<file path="src/rtl/cwc_pkg.sv">
package cwc_pkg;
  // word addresses on the register bus
  localparam int A_CTRL = 0;
  localparam int A_STAT = 1;
  localparam int A_DIN  = 2;
  localparam int A_DOUT = 3;
  localparam int A_IV   = 4;

  // control register bit positions
  localparam int B_EN     = 0;
  localparam int B_OP_LO  = 1;
  localparam int B_CH_LO  = 3;
  localparam int B_CLR    = 6;
  localparam int B_DMAIN  = 7;
  localparam int B_DMAOUT = 8;

  localparam logic [1:0] OP_DECRYPT = 2'b10;
  localparam logic [2:0] CH_ECB     = 3'b000;
  localparam logic [2:0] CH_CBC     = 3'b001;

  typedef enum logic [1:0] {
    ST_LOAD   = 2'd0,
    ST_BUSY   = 2'd1,
    ST_UNLOAD = 2'd2
  } seq_st_t;
endpackage

</file>
<file path="src/rtl/cwc_ctrl_regs.sv">
module cwc_ctrl_regs (
  input  logic       clk,
  input  logic       rst,
  input  logic       ctrl_wr,
  input  logic       w_en,
  input  logic [1:0] w_op,
  input  logic [2:0] w_chain,
  input  logic       w_dmain,
  input  logic       w_dmaout,
  input  logic       clr_wr,
  input  logic       set_flag,
  output logic       en_q,
  output logic       en_d,
  output logic [1:0] op_q,
  output logic [2:0] chain_q,
  output logic       dmain_q,
  output logic       dmaout_q,
  output logic       flag_q
);
  always_comb en_d = ctrl_wr ? w_en : en_q;

  always_ff @(posedge clk) begin
    if (rst) begin
      en_q     <= 1'b0;
      op_q     <= '0;
      chain_q  <= '0;
      dmain_q  <= 1'b0;
      dmaout_q <= 1'b0;
      flag_q   <= 1'b0;
    end else begin
      en_q <= en_d;
      if (ctrl_wr) begin
        dmain_q  <= w_dmain;
        dmaout_q <= w_dmaout;
        if (!en_q) begin
          op_q    <= w_op;
          chain_q <= w_chain;
        end
      end
      if (set_flag)    flag_q <= 1'b1;
      else if (clr_wr) flag_q <= 1'b0;
    end
  end
endmodule

</file>
<file path="src/rtl/cwc_seq.sv">
module cwc_seq #(
  parameter int WORD_W = 32,
  parameter int WORDS  = 4,
  localparam int BLK_W = WORD_W * WORDS
) (
  input  logic              clk,
  input  logic              rst,
  input  logic              en_d,
  input  logic              din_wr,
  input  logic [WORD_W-1:0] din,
  input  logic              dout_rd,
  input  logic              core_ack,
  input  logic [BLK_W-1:0]  plain,
  output logic              core_req,
  output logic [BLK_W-1:0]  blk_q,
  output logic              fire,
  output logic              loading,
  output logic              unloading,
  output logic [WORD_W-1:0] out_word
);
  import cwc_pkg::*;
  localparam int CNT_W = (WORDS > 1) ? $clog2(WORDS) : 1;
  localparam logic [CNT_W-1:0] LAST = CNT_W'(WORDS - 1);

  seq_st_t          st;
  logic [CNT_W-1:0] in_cnt, out_cnt;
  logic [BLK_W-1:0] res_q;

  assign fire      = (st == ST_BUSY) && core_ack && en_d;
  assign loading   = (st == ST_LOAD);
  assign unloading = (st == ST_UNLOAD);
  assign out_word  = res_q[BLK_W-1 -: WORD_W];

  always_ff @(posedge clk) begin
    if (rst || !en_d) begin
      st       <= ST_LOAD;
      in_cnt   <= '0;
      out_cnt  <= '0;
      core_req <= 1'b0;
    end else begin
      unique case (st)
        ST_LOAD: if (din_wr) begin
          blk_q <= {blk_q[BLK_W-WORD_W-1:0], din};
          if (in_cnt == LAST) begin
            in_cnt   <= '0;
            st       <= ST_BUSY;
            core_req <= 1'b1;
          end else begin
            in_cnt <= in_cnt + 1'b1;
          end
        end
        ST_BUSY: if (core_ack) begin
          core_req <= 1'b0;
          res_q    <= plain;
          st       <= ST_UNLOAD;
        end
        ST_UNLOAD: if (dout_rd) begin
          res_q <= res_q << WORD_W;
          if (out_cnt == LAST) begin
            out_cnt <= '0;
            st      <= ST_LOAD;
          end else begin
            out_cnt <= out_cnt + 1'b1;
          end
        end
        default: st <= ST_LOAD;
      endcase
    end
  end
endmodule

</file>
<file path="src/rtl/cwc_chain.sv">
module cwc_chain #(
  parameter int WORD_W = 32,
  parameter int WORDS  = 4,
  localparam int BLK_W = WORD_W * WORDS,
  localparam int IDX_W = (WORDS > 1) ? $clog2(WORDS) : 1
) (
  input  logic              clk,
  input  logic              rst,
  input  logic              iv_wr,
  input  logic [IDX_W-1:0]  iv_idx,
  input  logic [WORD_W-1:0] wdata,
  input  logic              hw_upd,
  input  logic              cbc_dec,
  input  logic [BLK_W-1:0]  ct,
  input  logic [BLK_W-1:0]  core_dout,
  output logic [BLK_W-1:0]  iv_flat,
  output logic [BLK_W-1:0]  plain
);
  // word k of the chaining value; k = 0 is the most significant
  for (genvar k = 0; k < WORDS; k++) begin : g_word
    logic [WORD_W-1:0] w_q;
    always_ff @(posedge clk) begin
      if (rst)
        w_q <= '0;
      else if (hw_upd)
        w_q <= ct[BLK_W-1-k*WORD_W -: WORD_W];
      else if (iv_wr && iv_idx == IDX_W'(k))
        w_q <= wdata;
    end
    assign iv_flat[BLK_W-1-k*WORD_W -: WORD_W] = w_q;
  end

  assign plain = core_dout ^ (cbc_dec ? iv_flat : '0);
endmodule

</file>
<file path="src/rtl/cwc_top.sv">
module cwc_top #(
  parameter int WORD_W = 32,
  parameter int WORDS  = 4,
  parameter int ADDR_W = 3,
  localparam int BLK_W = WORD_W * WORDS,
  localparam int IDX_W = (WORDS > 1) ? $clog2(WORDS) : 1
) (
  input  logic              clk,
  input  logic              rst,
  input  logic              bus_wr,
  input  logic              bus_rd,
  input  logic [ADDR_W-1:0] bus_addr,
  input  logic [WORD_W-1:0] bus_wdata,
  output logic [WORD_W-1:0] bus_rdata,
  output logic              core_req,
  output logic [1:0]        core_op,
  output logic [BLK_W-1:0]  core_din,
  input  logic              core_ack,
  input  logic [BLK_W-1:0]  core_dout,
  output logic              din_dreq,
  output logic              dout_dreq
);
  import cwc_pkg::*;
  localparam logic [ADDR_W-1:0] AD_CTRL = ADDR_W'(A_CTRL);
  localparam logic [ADDR_W-1:0] AD_STAT = ADDR_W'(A_STAT);
  localparam logic [ADDR_W-1:0] AD_DIN  = ADDR_W'(A_DIN);
  localparam logic [ADDR_W-1:0] AD_DOUT = ADDR_W'(A_DOUT);
  localparam logic [ADDR_W-1:0] AD_IV   = ADDR_W'(A_IV);

  logic              en_q, en_d, dmain_q, dmaout_q, flag_q;
  logic [1:0]        op_q;
  logic [2:0]        chain_q;
  logic              ctrl_wr, clr_wr, din_wr, dout_rd, iv_wr, in_iv;
  logic [ADDR_W-1:0] iv_off;
  logic [IDX_W-1:0]  iv_idx;
  logic              fire, loading, unloading, cbc_dec;
  logic [BLK_W-1:0]  blk_q, plain, iv_flat;
  logic [WORD_W-1:0] out_word;

  assign ctrl_wr = bus_wr && bus_addr == AD_CTRL;
  assign clr_wr  = ctrl_wr && bus_wdata[B_CLR];
  assign din_wr  = bus_wr && bus_addr == AD_DIN;
  assign dout_rd = bus_rd && bus_addr == AD_DOUT;
  assign iv_off  = bus_addr - AD_IV;
  assign iv_idx  = iv_off[IDX_W-1:0];
  assign in_iv   = (bus_addr >= AD_IV) && (iv_off < ADDR_W'(WORDS));
  assign iv_wr   = bus_wr && in_iv && !en_q;
  assign cbc_dec = en_q && op_q == OP_DECRYPT && chain_q == CH_CBC;

  cwc_ctrl_regs u_ctrl (
    .clk      (clk),
    .rst      (rst),
    .ctrl_wr  (ctrl_wr),
    .w_en     (bus_wdata[B_EN]),
    .w_op     (bus_wdata[B_OP_LO +: 2]),
    .w_chain  (bus_wdata[B_CH_LO +: 3]),
    .w_dmain  (bus_wdata[B_DMAIN]),
    .w_dmaout (bus_wdata[B_DMAOUT]),
    .clr_wr   (clr_wr),
    .set_flag (fire),
    .en_q     (en_q),
    .en_d     (en_d),
    .op_q     (op_q),
    .chain_q  (chain_q),
    .dmain_q  (dmain_q),
    .dmaout_q (dmaout_q),
    .flag_q   (flag_q)
  );

  cwc_seq #(.WORD_W(WORD_W), .WORDS(WORDS)) u_seq (
    .clk       (clk),
    .rst       (rst),
    .en_d      (en_d),
    .din_wr    (din_wr),
    .din       (bus_wdata),
    .dout_rd   (dout_rd),
    .core_ack  (core_ack),
    .plain     (plain),
    .core_req  (core_req),
    .blk_q     (blk_q),
    .fire      (fire),
    .loading   (loading),
    .unloading (unloading),
    .out_word  (out_word)
  );

  cwc_chain #(.WORD_W(WORD_W), .WORDS(WORDS)) u_chain (
    .clk       (clk),
    .rst       (rst),
    .iv_wr     (iv_wr),
    .iv_idx    (iv_idx),
    .wdata     (bus_wdata),
    .hw_upd    (fire && cbc_dec),
    .cbc_dec   (cbc_dec),
    .ct        (blk_q),
    .core_dout (core_dout),
    .iv_flat   (iv_flat),
    .plain     (plain)
  );

  assign core_din  = blk_q;
  assign core_op   = op_q;
  assign din_dreq  = en_q && dmain_q && loading;
  assign dout_dreq = en_q && dmaout_q && unloading;

  always_ff @(posedge clk) begin
    if (rst) begin
      bus_rdata <= '0;
    end else if (bus_rd) begin
      bus_rdata <= '0;
      if (bus_addr == AD_CTRL) begin
        bus_rdata[B_EN]         <= en_q;
        bus_rdata[B_OP_LO +: 2] <= op_q;
        bus_rdata[B_CH_LO +: 3] <= chain_q;
        bus_rdata[B_DMAIN]      <= dmain_q;
        bus_rdata[B_DMAOUT]     <= dmaout_q;
      end else if (bus_addr == AD_STAT) begin
        bus_rdata[0] <= flag_q;
      end else if (bus_addr == AD_DOUT) begin
        if (unloading) bus_rdata <= out_word;
      end else if (in_iv) begin
        bus_rdata <= iv_flat[BLK_W-1-int'(iv_idx)*WORD_W -: WORD_W];
      end
    end
  end
endmodule

</file>
<file path="config.mk">
export PLATFORM = sky130hd
export DESIGN_NAME = cwc_top
export DESIGN_NICKNAME = d
export VERILOG_FILES = /design/src/rtl/cwc_pkg.sv /design/src/rtl/cwc_ctrl_regs.sv /design/src/rtl/cwc_seq.sv /design/src/rtl/cwc_chain.sv /design/src/rtl/cwc_top.sv
export SDC_FILE = /design/constraint.sdc
export NUM_CORES = 1
export LEC_CHECK = 0
export ABC_CLOCK_PERIOD_IN_PS = 25600
export BUFFER_PORTS_ARGS = -buffer_cell sky130_fd_sc_hd__buf_4
export CAP_MARGIN = 40
export CORE_ASPECT_RATIO = 1.1
export CORE_MARGIN = 2
export CORE_UTILIZATION = 40
export CTS_CLUSTER_SIZE = 16
export DETAILED_ROUTE_END_ITERATION = 8
export GPL_ROUTABILITY_DRIVEN = 0
export HOLD_SLACK_MARGIN = 0.06
export SLEW_MARGIN = 20
export SYNTH_ARGS = -nofsm -noshare
export SYNTH_HDL_FRONTEND = slang
export SYNTH_SLANG_ARGS = --single-unit
</file>
<file path="constraint.sdc">
create_clock -name clk -period 25.6 [get_ports clk]
set_input_delay 5.12 -clock clk [delete_from_list [all_inputs] [get_ports clk]]
set_output_delay 5.12 -clock clk [all_outputs]
set_load 0.01 [all_outputs]
</file>
==> flow_summary.toml, run 1 <==
[status]
run_status = "complete, no violations"

[clocking]
post_cts_buffers = 0
path_clk_slew_ns = 0.06
clk_latency_ns = 0.58
clock-sinks = 432
numCtsBuffers = 47
cts_tree = "built"
cts-root-buf = "clkbuf_16"
ctsHtreeMaxLevel = 2
clock_path_buffers = 3
hold_buffers = 0
cts_resized = 0

[critical_path]
rrSetupSlack_ns = 22.33
start_kind = "primary input"
crit_required_ns = 26.07
cp.buffers_inverters = 5
path_cells = "buf_4 > buf_12 > nor4b_4 > mux2i_4 > nand3_4 > buf_16 > buf_6 > buf_16 > a221oi_2"
cp_max_fo = 63
cp-end-kind = "register"
cp.arrival_ns = 8.19
slowest_stage = "nor4b_4"
critical_path_class = "primary input to register"
crit_top_cell = "buf_16"
max_stage_delay_ns = 0.55
critPathTopFamily = "buffers and inverters"

[floorplanning]
die_x_um = 218
core_um2 = 49800
dieArea_um2 = 52000
die_height_um = 239
rows = 86
initial_core_util_pct = 40.3
ios = 333

[sta]
finalMaxSlewViolations = 0
period_share_pct = 30.1
worst_pin_slew_ns = 0.994
rsz0062_at_grt = "no"
finClkSkew_ns = 0.0110
clock.fmax_ghz = 0.130
fin_ws_ns = 17.89
setup_violations = 0
fin_tns_setup_ns = 0
post-route-min-period_ns = 7.71
maxSlewHeadroom_pct = 33.8
hold_viol = 0

[global_routing]
grt.total_usage_pct = 22.7
grt_max_degree = 130
grt_pass1_vias = 14253
grt_overflow_total = 0
grt_pass1_wl_um = 89700
antenna_found_initial = 1

[synthesis]
synth_edf_count = 256
synthesis.nets = 1817
async_reset_ff_share_pct = 0
synthCells = 1643
ys_seq_elements = 432
synth_compound_area_share_pct = 13.7
synthesis.area_um2 = 20100
synth_ff_type = "edfxtp_1"
ys_types = 45
synth.yosys.seq_area_share_pct = 55.9
synth_area_per_cell_um2 = 12.2
synthSimpleGateAreaFrac_pct = 9.95
yosys_warnings = 0
synth-xor-area-share_pct = 5.59
synth_top_family_by_area = "compound AO/OA/AOI/OAI gates"
synthAdderAreaFrac_pct = 0.374
synth_mux_area_share_pct = 10.5

[drt]
drt_pass1_iterations = 5
wl_um = 59900
remaining_drc_errors = 0
vias = 14357
viasPerCell = 5.50
routedWlPerCell_um = 22.9
ant_nets = 0
dr.first_iter.drc_count = 1119

[cells_and_area]
area_delta_synth_final_pct = 23.5
nets = 2087
final_core_util_pct = 49.7
mostFrequentLayoutCells = "351 x buf_4, 256 x edfxtp_1, 176 x dfxtp_1, 173 x nor2_1, 136 x mux2i_1"
final_common_cell = "buf_4"
drive_gt1_share_pct = 30.8

[pwr]
seq_power_share_pct = 48.9
swShare_pct = 22.0
p_int_uw = 1180
p_leak_uw = 0.00863
peakVddDrop_v = 0.0000435
pwr-share-clk_pct = 45.5
cellPowerDensity_nw_per_um2 = 61.3
power.switching_uw = 334
pwr-share-comb_pct = 5.6

[placed_design]
pre_cts_ws_ns = 17.31
dp_hpwl_um = 39000
io_buffer_count = 332

[job]
cap_violations = 0

[hold_path]
hold_path.class = "register to register"
## cell usage after synthesis (7+ instances only)
cell,number,area [µm²]
a221oi_1,19,166
a221oi_2,109,1640
a222oi_1,24,240
a22oi_1,7,52.6
buf_2,25,125
buf_4,14,105
buf_6,10,113
clkbuf_1,91,342
dfxtp_1,176,3520
edfxtp_1,256,7690
inv_1,31,116
mux2i_1,137,1370
mux4_2,32,721
nand2_1,112,420
nand3_1,134,671
nor2_1,177,664
nor2b_1,7,43.8
o21ai_0,99,495
xor2_1,128,1120
## registers in the layout, indices dropped and copies added (netlist names), 2 cells and up
signal and count:
bus_rdata 32, u_chain.g_word.w_q 128, u_ctrl.chain_q 3, u_ctrl.op_q 2, u_seq.blk_q 128, u_seq.in_cnt 2, u_seq.out_cnt 2, u_seq.res_q 128
u_seq.st 2
## worst register-to-register path, cell delays in order (launching register included)
cell and delay [ns]:
dfxtp_1 0.35, and4bb_4 0.33, buf_4 0.64, nand3_4 0.59, buf_16 0.36, buf_6 0.24, buf_16 0.23, a221oi_2 0.44
## layout make-up
| class | instances | area (µm²) |
|---|---|---|
| Antenna cell | 1 | 2.50 |
| Clock buffer | 62 | 1370 |
| Clock inverter | 24 | 203 |
| Fill cell | 4368 | 25000 |
| Inverter | 31 | 116 |
| Multi-Input combinational cell | 1037 | 8150 |
| Sequential cell | 432 | 11200 |
| Tap cell | 660 | 826 |
| Timing Repair Buffer | 364 | 2900 |
## per-layer routing
metal	wire [µm]	part of all wire, %	global-route usage, %	vias up
met4	1390	2.3	6.14	0
met2	28300	47	36.6	486
met1	26800	45	31.8	7105
li1	-	-	-	6684
met5	0	0	0	-
met3	3360	5.6	3.60	82
## final timing paths
check	end	from	cells after the start
max	u_chain.g_word[2].w_q[22]	bus_addr[0]	9
min	bus_rdata[27]	bus_rdata[27]	2
max reg2reg	u_chain.g_word[2].w_q[22]	u_ctrl.op_q[0]	7
min reg2reg	bus_rdata[27]	bus_rdata[27]	2
## metrics by stage
stage	instance area, µm²	std cells	power (µW)	hold WS [ns]
4_1_cts	24700	2609	1530	0.471
3_3_place_gp	23000	2514	840	0.446
2_1_floorplan	20100	1643	797	0.440
5_1_grt	24800	2611	1560	0.496
6_report	24800	2611	1520	0.468
3_5_place_dp	23200	2523	843	0.458
## cells by family after synthesis
| kind of cell | Yosys count |
|---|---|
| flip-flops | 432 |
| AO/OA/AOI/OAI | 279 |
| AND/OR/NAND/NOR | 454 |
| adder cells (fa/ha/maj) | 6 |
| buffers and inverters | 174 |
| multiplexers | 170 |
| XOR/XNOR | 128 |
## power groups by stage
stage / Combinational (µW) / Sequential, µW / Clock (µW)
6_report: 85.2 / 742 / 690
5_1_grt: 91.0 / 743 / 731
4_1_cts: 85.7 / 742 / 705
3_5_place_dp: 85.6 / 757 / 0
3_3_place_gp: 82.7 / 757 / 0
2_1_floorplan: 40.6 / 756 / 0
No activity file was read; power rests on OpenSTA's default activity.
==> run 2, diff against run 1 <==
ABC_CLOCK_PERIOD_IN_PS = 7310   (was 25600)
clock period = 7.31 ns   (was 25.6 ns; I/O delays follow)
==> run 2 against run 1 <==
  * First-iteration DRC count rose by 13%
  * Total power grew to 3.4 times the previous value
  * Register-to-register slack got worse by 18 ns
  * Clock power grew to 3.2 times the previous value
  * Sequential cell count is the same
  * Worst setup slack worse by 14 ns
  * Sequential share of layout area up 0.24 points
  * Hold slack improved by 0.0017 ns
  * Via count is 0.49% higher
  * Sequential power rose to 3.5 times the previous value
  * Design area down 0.53%
==> flow_summary.toml, run 2 (synthesized netlist as in run 1, its figures left out) <==
[clocking]
cts_resized = 0
path_clk_slew_ns = 0.06
post_cts_buffers = 0
hold_buffers = 0
numCtsBuffers = 47
ctsHtreeMaxLevel = 2
clk_latency_ns = 0.58
clock-sinks = 432
cts_tree = "built"
cts-root-buf = "clkbuf_16"
clock_path_buffers = 3

[cells_and_area]
mostFrequentLayoutCells = "350 x buf_4, 256 x edfxtp_1, 176 x dfxtp_1, 173 x nor2_1, 136 x mux2i_1"
nets = 2087
fin_area_um2 = 24600
reg.largest.list = "u_chain.g_word.w_q: 128 flops, u_seq.blk_q: 128 flops, u_seq.res_q: 128 flops"
final_common_cell = "buf_4"
area_delta_synth_final_pct = 22.9
drive_gt1_share_pct = 30.0
fill_cells = 4394

[critical_path]
cp.arrival_ns = 3.99
crit_required_ns = 7.56
cp_max_fo = 47
cp-end-kind = "register"
start_kind = "primary input"
critical_path_class = "primary input to register"

[floorplanning]
die_height_um = 239
dieArea_um2 = 52000
core_um2 = 49800
die_x_um = 218
ios = 333
rows = 86
initial_core_util_pct = 40.3

[pwr]
p_leak_uw = 0.00855
design_power_total_uw = 5100
peakVddDrop_v = 0.000162
cellPowerDensity_nw_per_um2 = 207

[drt]
vias = 14428
remaining_drc_errors = 0
viasPerCell = 5.53
drt_pass1_iterations = 7
ant_nets = 0
routedWlPerCell_um = 23.3
wl_um = 60700
dr.first_iter.drc_count = 1270

[global_routing]
grt_pass1_vias = 14190
antenna_found_initial = 1
grt_max_degree = 130
grt_overflow_total = 0
grt.total_usage_pct = 23.1
grt_pass1_wl_um = 91000

[placed_design]
postPlaceCellArea_um2 = 23300
dp_hpwl_um = 39300
pre_cts_ws_ns = 2.98
io_buffer_count = 332

[status]
run_status = "complete, no violations"

[sta]
hold_viol = 0
fin_tns_setup_ns = 0
fin_ws_ns = 3.57
setup_violations = 0
worst_pin_slew_ns = 1.36
maxSlewHeadroom_pct = 9.53
clock.fmax_ghz = 0.267
finalMaxSlewViolations = 0
period_share_pct = 51.1
rsz0062_at_grt = "no"
finClkSkew_ns = 0.0198
post-route-min-period_ns = 3.74

[hold_path]
hold_path.class = "register to register"

[job]
cap_violations = 0
[run 2: path summary, 6_finish.rpt]
path,from,end,slack (ns),cells after the start
max reg2reg,u_ctrl.op_q[0],u_chain.g_word[3].w_q[18],4.38,6
max,bus_addr[1],u_seq.blk_q[15],3.57,6
min,bus_rdata[23],bus_rdata[23],0.47,2
min reg2reg,bus_rdata[23],bus_rdata[23],0.47,2
[run 2: power breakdown]
part	leakage, µW	internal, µW	switching [µW]
sequential	0.00372	2580	15.8
clock	0.000679	1240	960
combinational	0.00415	144	159
[run 2: routing by layer]
| layer | global-route usage (%) | up-vias | share of wire [%] |
|---|---|---|---|
| li1 | - | 6699 | - |
| met1 | 33.1 | 7174 | 45 |
| met2 | 36.0 | 481 | 47 |
| met3 | 4.10 | 74 | 6.1 |
| met4 | 6.12 | 0 | 2.2 |
| met5 | 0 | - | 0 |
[run 2: metrics by stage]
stage,cells,util (%),hold WS [ns]
floorplan,1643,-,0.440
detailed placement,2524,46.7,0.455
CTS,2609,49.5,0.471
global route,2610,49.5,0.489
global placement,2513,46.2,0.450
finish,2610,49.5,0.470
[run 2: critical path, stage by stage]
cell	delay, ns
buf_4	0.33
nor4b_4	0.60
mux2_2	0.50
nor2_4	0.14
buf_4	0.50
buf_16	0.31
[run 2: layout make-up]
class                      count  area [µm²]  share of cell area [%]
sequential                   432       11200                    45.5
multi-input combinational   1037        8160                    33.1
timing repair buffer         364        2940                    11.9
clock buffer                  70        1310                    5.33
tap                          660         826                    3.35
inverter                      31         116                   0.472
clock inverter                15        70.1                   0.284
antenna                        1        2.50                  0.0102
